File: src/rtl/gpx_pkg.sv
package gpx_pkg;

    typedef logic [7:0] byte_t;

    localparam int    NUM_REGS = 11;
    localparam byte_t LAST_REG = byte_t'(NUM_REGS - 1);

    // register indices
    localparam byte_t IX_DIR  = 8'h00;
    localparam byte_t IX_POL  = 8'h01;
    localparam byte_t IX_IEN  = 8'h02;
    localparam byte_t IX_DEFV = 8'h03;
    localparam byte_t IX_ICTL = 8'h04;
    localparam byte_t IX_CFG  = 8'h05;
    localparam byte_t IX_PULL = 8'h06;
    localparam byte_t IX_IFLG = 8'h07;
    localparam byte_t IX_ICAP = 8'h08;
    localparam byte_t IX_PORT = 8'h09;
    localparam byte_t IX_LAT  = 8'h0A;

    // configuration bit positions
    localparam int CFG_MIRROR   = 6;
    localparam int CFG_SEQ_OFF  = 5;
    localparam int CFG_ADDR_EN  = 3;
    localparam int CFG_OPEN_DRN = 2;
    localparam int CFG_INT_HIGH = 1;
    localparam byte_t CFG_WMASK = byte_t'((1 << CFG_MIRROR) | (1 << CFG_SEQ_OFF) |
                                          (1 << CFG_ADDR_EN) | (1 << CFG_OPEN_DRN) |
                                          (1 << CFG_INT_HIGH));

    localparam logic [3:0] CTRL_PREFIX = 4'b0100;

    typedef enum logic [1:0] {
        FR_CTRL,
        FR_PTR,
        FR_DATA,
        FR_DROP
    } frame_st_e;

    typedef struct packed {
        logic  wr_en;
        byte_t wr_data;
        byte_t ptr;
    } reg_req_t;

    function automatic byte_t next_ptr(input byte_t p);
        return (p >= LAST_REG) ? 8'h00 : p + 8'd1;
    endfunction

    function automatic logic ctrl_accept(input byte_t c, input logic addr_en,
                                         input logic [2:0] strap);
        return (c[7:4] == CTRL_PREFIX) && (!addr_en || (c[3:1] == strap));
    endfunction

endpackage

File: src/rtl/gpx_spi_shift.sv
module gpx_spi_shift
    import gpx_pkg::*;
#(
    parameter int SYNC_STAGES = 2
) (
    input  logic  clk,
    input  logic  rst,
    input  logic  sclk,
    input  logic  cs_n,
    input  logic  mosi,
    input  byte_t tx_byte,
    output logic  cs_act,
    output logic  rx_valid,
    output byte_t rx_byte,
    output logic  miso
);
    localparam int LAST = SYNC_STAGES - 1;

    logic [SYNC_STAGES-1:0] sclk_sr, cs_sr, mosi_sr;
    logic       sclk_d;
    logic [2:0] bit_cnt;
    logic [6:0] rx_sh;
    byte_t      tx_sh;

    always_ff @(posedge clk) begin
        if (rst) begin
            sclk_sr <= '0;
            cs_sr   <= '1;
            mosi_sr <= '0;
        end else begin
            sclk_sr[0] <= sclk;
            cs_sr[0]   <= cs_n;
            mosi_sr[0] <= mosi;
            for (int i = 1; i < SYNC_STAGES; i++) begin
                sclk_sr[i] <= sclk_sr[i-1];
                cs_sr[i]   <= cs_sr[i-1];
                mosi_sr[i] <= mosi_sr[i-1];
            end
        end
    end

    logic sclk_s, mosi_s, rise, fall;
    assign sclk_s = sclk_sr[LAST];
    assign mosi_s = mosi_sr[LAST];
    assign cs_act = ~cs_sr[LAST];
    assign rise   = sclk_s & ~sclk_d;
    assign fall   = ~sclk_s & sclk_d;
    assign miso   = tx_sh[7];

    always_ff @(posedge clk) begin
        if (rst) sclk_d <= 1'b0;
        else     sclk_d <= sclk_s;
    end

    always_ff @(posedge clk) begin
        if (rst) begin
            bit_cnt  <= '0;
            rx_sh    <= '0;
            tx_sh    <= '0;
            rx_valid <= 1'b0;
            rx_byte  <= '0;
        end else if (!cs_act) begin
            bit_cnt  <= '0;
            rx_sh    <= '0;
            tx_sh    <= '0;
            rx_valid <= 1'b0;
        end else begin
            rx_valid <= 1'b0;
            if (rise) begin
                rx_sh   <= {rx_sh[5:0], mosi_s};
                bit_cnt <= bit_cnt + 3'd1;
                if (bit_cnt == 3'd7) begin
                    rx_valid <= 1'b1;
                    rx_byte  <= {rx_sh, mosi_s};
                end
            end
            if (fall) begin
                if (bit_cnt == 3'd0) tx_sh <= tx_byte;
                else                 tx_sh <= {tx_sh[6:0], 1'b0};
            end
        end
    end
endmodule

File: src/rtl/gpx_frame_ctrl.sv
module gpx_frame_ctrl
    import gpx_pkg::*;
(
    input  logic       clk,
    input  logic       rst,
    input  logic       cs_act,
    input  logic       rx_valid,
    input  byte_t      rx_byte,
    input  logic [2:0] strap,
    input  logic       addr_en,
    input  logic       seq_off,
    output reg_req_t   req,
    output logic       data_evt,
    output logic       miso_oe
);
    frame_st_e state;
    logic      is_read;
    byte_t     ptr;

    assign data_evt    = rx_valid && (state == FR_DATA);
    assign req.wr_en   = data_evt && !is_read;
    assign req.wr_data = rx_byte;
    assign req.ptr     = ptr;
    assign miso_oe     = cs_act && (state == FR_DATA) && is_read;

    always_ff @(posedge clk) begin
        if (rst) begin
            state   <= FR_CTRL;
            is_read <= 1'b0;
            ptr     <= '0;
        end else if (!cs_act) begin
            state   <= FR_CTRL;
            is_read <= 1'b0;
        end else if (rx_valid) begin
            unique case (state)
                FR_CTRL: begin
                    if (ctrl_accept(rx_byte, addr_en, strap)) begin
                        state   <= FR_PTR;
                        is_read <= rx_byte[0];
                    end else begin
                        state <= FR_DROP;
                    end
                end
                FR_PTR: begin
                    ptr   <= rx_byte;
                    state <= FR_DATA;
                end
                FR_DATA: begin
                    if (!seq_off) ptr <= next_ptr(ptr);
                end
                default: state <= FR_DROP;
            endcase
        end
    end
endmodule

File: src/rtl/gpx_regbank.sv
module gpx_regbank
    import gpx_pkg::*;
#(
    parameter int SYNC_STAGES = 2
) (
    input  logic     clk,
    input  logic     rst,
    input  reg_req_t req,
    input  byte_t    pin_in,
    output byte_t    rd_data,
    output byte_t    dir_q,
    output byte_t    lat_q,
    output byte_t    pull_q,
    output logic     seq_off,
    output logic     addr_en
);
    byte_t pol_q, ien_q, defv_q, ictl_q, cfg_q;
    byte_t pin_sr [SYNC_STAGES];

    always_ff @(posedge clk) begin
        if (rst) begin
            for (int i = 0; i < SYNC_STAGES; i++) pin_sr[i] <= '0;
        end else begin
            pin_sr[0] <= pin_in;
            for (int i = 1; i < SYNC_STAGES; i++) pin_sr[i] <= pin_sr[i-1];
        end
    end

    always_ff @(posedge clk) begin
        if (rst) begin
            dir_q  <= 8'hFF;
            pol_q  <= '0;
            ien_q  <= '0;
            defv_q <= '0;
            ictl_q <= '0;
            cfg_q  <= '0;
            pull_q <= '0;
            lat_q  <= '0;
        end else if (req.wr_en) begin
            case (req.ptr)
                IX_DIR:  dir_q  <= req.wr_data;
                IX_POL:  pol_q  <= req.wr_data;
                IX_IEN:  ien_q  <= req.wr_data;
                IX_DEFV: defv_q <= req.wr_data;
                IX_ICTL: ictl_q <= req.wr_data;
                IX_CFG:  cfg_q  <= req.wr_data & CFG_WMASK;
                IX_PULL: pull_q <= req.wr_data;
                IX_PORT: lat_q  <= req.wr_data;
                IX_LAT:  lat_q  <= req.wr_data;
                default: ;
            endcase
        end
    end

    always_comb begin
        case (req.ptr)
            IX_DIR:  rd_data = dir_q;
            IX_POL:  rd_data = pol_q;
            IX_IEN:  rd_data = ien_q;
            IX_DEFV: rd_data = defv_q;
            IX_ICTL: rd_data = ictl_q;
            IX_CFG:  rd_data = cfg_q;
            IX_PULL: rd_data = pull_q;
            IX_PORT: rd_data = pin_sr[SYNC_STAGES-1] ^ pol_q;
            IX_LAT:  rd_data = lat_q;
            default: rd_data = '0;
        endcase
    end

    assign seq_off = cfg_q[CFG_SEQ_OFF];
    assign addr_en = cfg_q[CFG_ADDR_EN];
endmodule

File: src/rtl/gpx_spi_expander.sv
module gpx_spi_expander
    import gpx_pkg::*;
#(
    parameter int SYNC_STAGES = 2
) (
    input  logic       clk,
    input  logic       rst,
    input  logic [2:0] strap_addr,
    input  logic       spi_sclk,
    input  logic       spi_cs_n,
    input  logic       spi_mosi,
    output logic       spi_miso,
    output logic       spi_miso_oe,
    input  logic [7:0] pin_in,
    output logic [7:0] pin_out,
    output logic [7:0] pin_oe,
    output logic [7:0] pin_pullup
);
    logic     cs_act, rx_valid, data_evt, seq_off, addr_en;
    byte_t    rx_byte, rd_data, dir_q, lat_q, pull_q;
    reg_req_t req;

    gpx_spi_shift #(.SYNC_STAGES(SYNC_STAGES)) u_shift (
        .clk(clk), .rst(rst), .sclk(spi_sclk), .cs_n(spi_cs_n), .mosi(spi_mosi),
        .tx_byte(rd_data), .cs_act(cs_act), .rx_valid(rx_valid),
        .rx_byte(rx_byte), .miso(spi_miso)
    );

    gpx_frame_ctrl u_ctrl (
        .clk(clk), .rst(rst), .cs_act(cs_act), .rx_valid(rx_valid),
        .rx_byte(rx_byte), .strap(strap_addr), .addr_en(addr_en),
        .seq_off(seq_off), .req(req), .data_evt(data_evt), .miso_oe(spi_miso_oe)
    );

    gpx_regbank #(.SYNC_STAGES(SYNC_STAGES)) u_regs (
        .clk(clk), .rst(rst), .req(req), .pin_in(pin_in), .rd_data(rd_data),
        .dir_q(dir_q), .lat_q(lat_q), .pull_q(pull_q),
        .seq_off(seq_off), .addr_en(addr_en)
    );

    assign pin_oe     = ~dir_q;
    assign pin_out    = lat_q;
    assign pin_pullup = pull_q;
endmodule

File: config.mk
export PLATFORM = sky130hd
export DESIGN_NAME = gpx_spi_expander
export DESIGN_NICKNAME = d
export VERILOG_FILES = /design/src/rtl/gpx_pkg.sv /design/src/rtl/gpx_spi_shift.sv /design/src/rtl/gpx_frame_ctrl.sv /design/src/rtl/gpx_regbank.sv /design/src/rtl/gpx_spi_expander.sv
export SDC_FILE = /design/constraint.sdc
export NUM_CORES = 1
export LEC_CHECK = 0
export ABC_AREA = 1
export ABC_CLOCK_PERIOD_IN_PS = 3910
export BUFFER_PORTS_ARGS = -buffer_cell sky130_fd_sc_hd__buf_4
export CAP_MARGIN = 20
export CELL_PAD_IN_SITES_DETAIL_PLACEMENT = 1
export CELL_PAD_IN_SITES_GLOBAL_PLACEMENT = 1
export CORE_ASPECT_RATIO = 1.4
export CORE_MARGIN = 8
export CORE_UTILIZATION = 49
export CTS_BUF_LIST = sky130_fd_sc_hd__clkbuf_8
export DETAILED_ROUTE_END_ITERATION = 6
export MAX_ROUTING_LAYER = met4
export PLACE_DENSITY = 0.92
export SYNTH_ARGS = -nofsm -noshare
export SYNTH_HDL_FRONTEND = slang
export SYNTH_SLANG_ARGS = --single-unit
File: constraint.sdc
create_clock -name clk -period 3.91 [get_ports clk]
set_clock_uncertainty 0.2 [all_clocks]
set_input_delay 0.5865 -clock clk [delete_from_list [all_inputs] [get_ports clk]]
set_output_delay 0.5865 -clock clk [all_outputs]
set_load 0.02 [all_outputs]
# Yosys cells after proc, flatten, opt, wreduce, memory -nomap -nowiden
# Memories as Yosys holds them, arrays and structs flattened.
# Cells that the tools add are included.
# W data, S select, Z words.
# classes
add_sub_neg,2
magnitude_cmp,1
n_eq_ne,14
mux,13
bitwise,11
n_reduce_logical,27
# op_table
operator,n
$pmux W8 S9,1
$mux W8,5
$eq A8 B3 Y1 const B,3
$reduce_and A2 Y1,9
$eq A8 B2 Y1 const B,2
$eq A8 B4 Y1 const B,2
$pmux W8 S2,1
$add A8 B1 Y8 const B,1
$eq A8 B1 Y1 const B,1
$ge A8 B4 Y1 const B,1
$logic_not A8 Y1,1
$not A8 Y8,1
$xor A8 B8 Y8,1
$pmux W2 S3,1
$reduce_and A3 Y1,2
$logic_and A1 B1 Y1,5
$not A1 Y1,5
$eq A4 B3 Y1 const B,1
$mux W1,4
$reduce_and A4 Y1,1
$reduce_or A2 Y1,2
$add A3 B1 Y3 const B,1
$eq A3 B3 Y1,1
$eq A3 B3 Y1 const B,1
12 further kinds,15
# totals
register_bits,106
ram_bits,16
in_bits,16
out_inout_bits,26
wordCells,89
memories,1
# memory_table
name,words,width,rd,rd_ports_with_merged_regs,wr,line_no,rtl
u_regs.pin_sr,2,8,2,0,2,gpx_regbank.sv:18,byte_t pin_sr [SYNC_STAGES];

# Depth between registers and ports, before layout
# depth
ltp_word,5
mapped_depth,12
depth_no_buf,12

# By module
# Synthesis repeated with hierarchy kept, for this count alone.
# hier_totals
cells_unflattened,826
area_unflattened_um2,5875.6
# by_module_without_submodules
mod,n_inst,cells_each,area_per_inst_um2,seq_area_each_um2
gpx_regbank,1,520,3703.6,1541.5
gpx_spi_shift,1,186,1393.8,680.7
gpx_frame_ctrl,1,112,748.2,220.2
gpx_spi_expander,1,8,30.0,0.0

# Worst setup path after synthesis
# No wires, ideal clock.
# synth_timing
path_kind,register to output
start,register u_ctrl.state[1]
end,output port spi_miso_oe
arrival_time_ps,1167
required_ps,3124
slack_ps,1956
stages_incl_launch_ff,4
path_buffers,1
path_cell_list,dfxtp_1 nand2_1 clkbuf_1 nor3_1
# synth_via
elab_chain_cells,3
# synth_lines
item,line_no,rtl
start: declaration,gpx_frame_ctrl.sv:16,frame_st_e state;
start signal: assignment,gpx_frame_ctrl.sv:28,state <= FR_CTRL;
start signal: assignment,gpx_frame_ctrl.sv:32,state <= FR_CTRL;
start signal: assignment,gpx_frame_ctrl.sv:38,state <= FR_PTR;
$eq A2 B2 Y1,gpx_frame_ctrl.sv:24,assign miso_oe = cs_act && (state == FR_DATA) && is_read;
$logic_and A1 B1 Y1 (2 in a row),gpx_frame_ctrl.sv:24,
end: declaration,gpx_spi_expander.sv:13,"output logic spi_miso_oe,"
# Every way passes these cells.

# Worst setup path after layout
# layout_timing
start,register u_ctrl.state[1]
end,register u_regs.pol_q[4]
# layout_via
elab_chain_cells,4
# layout_lines
item,line_no,rtl
$eq A2 B2 Y1,gpx_frame_ctrl.sv:20,assign data_evt = rx_valid && (state == FR_DATA);
$logic_and A1 B1 Y1,gpx_frame_ctrl.sv:20,
$logic_and A1 B1 Y1,gpx_frame_ctrl.sv:21,assign req.wr_en = data_evt && !is_read;
$reduce_and A2 Y1 (no line),-,
end signal: assignment,gpx_regbank.sv:42,IX_POL: pol_q <= req.wr_data;
end: declaration,gpx_regbank.sv:17,"byte_t pol_q, ien_q, defv_q, ictl_q, cfg_q;"
# Every way passes these cells.
# A chain may end at the register's enable or synchronous reset.

==> metrics.yaml <==
rsz0062_at_grt: "false"
wire_per_inst_um: 19.6
power.total_mw: 2.60
multiInputGateArea_mm2: 0.00231
setup.worst_path.start_class: "register"
vdd.ir_drop.worst_v: 0.000301
avgSynthCellArea_um2: 7.44
outcome: "finished clean"
port_buffers: 41
fp.dieH_um: 137
synth.distinct_cells: 31
fin_crit_sh: 0.654
num_io_pins: 42
antenna_found_initial: 0
yosys_register_bits: 122
p_per_area_mw_per_mm2: 437
drive_gt1_frac: 0.141
die_area_mm2: 0.0141
slew_headroom: 0.345
yosysSeqAreaShare: 0.473
nets: 750
dr.first_iter.drc_count: 436
gr-usage-all-layers: 0.268
drtPass1Iterations: 5
rows: 44
tightest_slew_ns: 0.978
clk_pin_slew_ns: 0.08
start_util: 0.501
hold_buffers: 0
detail-route-antenna-nets: 0
critPathRequiredTime_ns: 4.06
cts_buffer_depth: 2
vias: 4955
die_width_um: 103
cts_tree: "built"
report.final.slew_viol_count: 0
dp_hpwl_mm: 11.4
post-cts-setup-buffers: 0
syn-cell-area_mm2: 0.00516
grt_max_degree: 73
cp.arrival_ns: 2.71
path_cells: "nand2_1 > nor3_4 > inv_2 > nor2_2 > inv_1 > nor2_1 > nor2_1"
gr-total-overflow: 0
p_leak_nw: 2.58
coreArea_mm2: 0.0103
cts.sinks: 122
area_delta_synth_final_pct: 15.2
yosys_warnings: 0
regArea_mm2: 0.00244
place_congestion: 0.933
cts_made_buffers: 17
synthesis.nets: 717
antenna_cells: 0
grt_pass1_wl_mm: 27.5
cts-root-buf: "clkbuf_8"
via_per_inst: 5.64
path_max_fanout: 14
num-fill-cells: 1341
critPathSlowestCell: "nor3_4"
drc: 0
setup_viol: 0
hp-class: "input pin to register"
cts.repair.resized: 0
finalHoldViolCount: 0
synthTopCellsByArea: "dfxtp_1, nor2_1, o21ai_0, nand2_1, a21oi_1"
crit_type: "register to register"
yosysTopAreaCellShare: 0.473
cp_slowest_stage_delay_ns: 0.52
worstSkewPairLatency_ns: 0.46
layout_min_cycle_time_ns: 2.56
fmax_mhz: 391
grt_pass1_vias: 5158
end_kind: "register"
cts_max_level: 4
hold_ws_ns: 0.107
netlist_instances: 694
synth_area_leader_cell: "dfxtp_1"
cpMostUsedCell: "nor2_1"
cap_viol_max_count: 0
postRouteWirelength_mm: 17.2
setup_tns_ns: 0
per-stage QoR:
step,cell area [um^2],utilization,setup WS [ns],cells
floorplan,5160,-,1.96,694
global placement,5500,0.534,1.56,846
detailed placement,5500,0.534,1.41,846
CTS,5950,0.578,1.39,878
global route,5950,0.578,1.18,878
finish,5950,0.578,1.35,878
sequential cells by signal, summed over array words and instances, names as in the netlist, 3 cells and up:
signal	cells
u_regs.defv_q	8
u_shift.bit_cnt	3
u_regs.dir_q	8
u_ctrl.ptr	8
u_regs.cfg_q	5
u_shift.rx_byte	8
u_regs.pol_q	8
u_regs.lat_q	8
u_regs.ictl_q	8
u_regs.pin_sr	16
u_shift.tx_sh	8
u_shift.rx_sh	7
u_regs.pull_q	8
u_regs.ien_q	8
path summary, 6_finish.rpt:
check	startpoint	slack, ns	end	cells past startpoint
setup / recovery	u_ctrl.state[1]	1.35	u_regs.pol_q[4]	7
hold / removal	spi_cs_n	0.11	u_shift.cs_sr[0]	2
setup reg to reg	u_ctrl.state[1]	1.35	u_regs.pol_q[4]	7
hold reg to reg	u_shift.mosi_sr[0]	0.20	u_shift.mosi_sr[1]	2
logic make-up after synthesis:
logic type      count (synthesis)  synth area share
simple gates                  290             0.242
compound gates                168             0.172
flops                         122             0.473
buf+inv                        97            0.0790
xor+xnor                       10            0.0170
fa+ha+maj                       7            0.0170
cells in the mapped netlist:
cell	count
nor3_4	2
inv_1	60
clkbuf_1	17
nor2_1	126
o21ai_1	1
o211ai_1	8
buf_1	1
dfxtp_1	122
a22oi_1	3
nand4_1	5
buf_4	5
xnor2_1	6
xor2_1	4
inv_2	6
nor2_4	5
clkinv_1	3
a31oi_1	4
ha_1	7
o21ai_0	89
a21oi_1	57
nor3_2	1
nor4_1	1
nand3_1	22
a211oi_1	6
nor3_1	6
buf_2	2
buf_6	3
or2_2	4
nand2_2	4
nand2_1	106
nor2_2	8
metal layers:
metal | vias up | GRT usage | part of all wire
met2 | 192 | 0.433 | 0.49
met1 | 2388 | 0.294 | 0.40
met3 | 59 | 0.0653 | 0.060
met4 | 0 | 0.155 | 0.048
met5 | - | - | 0
li1 | 2316 | - | -
critical path, delay by kind of cell (launching register included):
family / cells / cell delay, ns
flip-flops: 1 / 0.40
AND/OR/NAND/NOR: 5 / 1.52
buffers and inverters: 2 / 0.33
layout by cell type (no fill, tap or decap), drive strengths merged:
cell      synthesis  routed
inv              66      72
dfxtp           122     122
nand4             5       5
clkinv            3       4
nor3              9       9
nand3            22      22
o21ai            90      90
a21oi            57      57
or2               4       4
nor4              1       1
ha                7       7
a22oi             3       3
xnor2             6       6
clkbuf           17      17
nor2            139     139
nand2           110     110
buf              11      42
a31oi             4       4
o211ai            8       8
bufinv            0       4
clkinvlp          0       4
xor2              4       4
a211oi            6       6
power by group:
group | internal, mW | switching (mW) | total, mW
clock | 0.708 | 0.574 | 1.28
sequential | 1.25 | 0.00557 | 1.26
combinational | 0.0225 | 0.0377 | 0.0602
total | 1.98 | 0.617 | 2.60
layout make-up:
cell class / count / share of cell area
clock inverters: 15 / 0.0360
clock buffers: 17 / 0.0393
well taps: 138 / 0.0290
multi-input cells: 475 / 0.389
flip-flops and latches: 122 / 0.411
repair buffers: 42 / 0.0530
inverters: 69 / 0.0435
No activity file was read; power rests on OpenSTA's default activity.
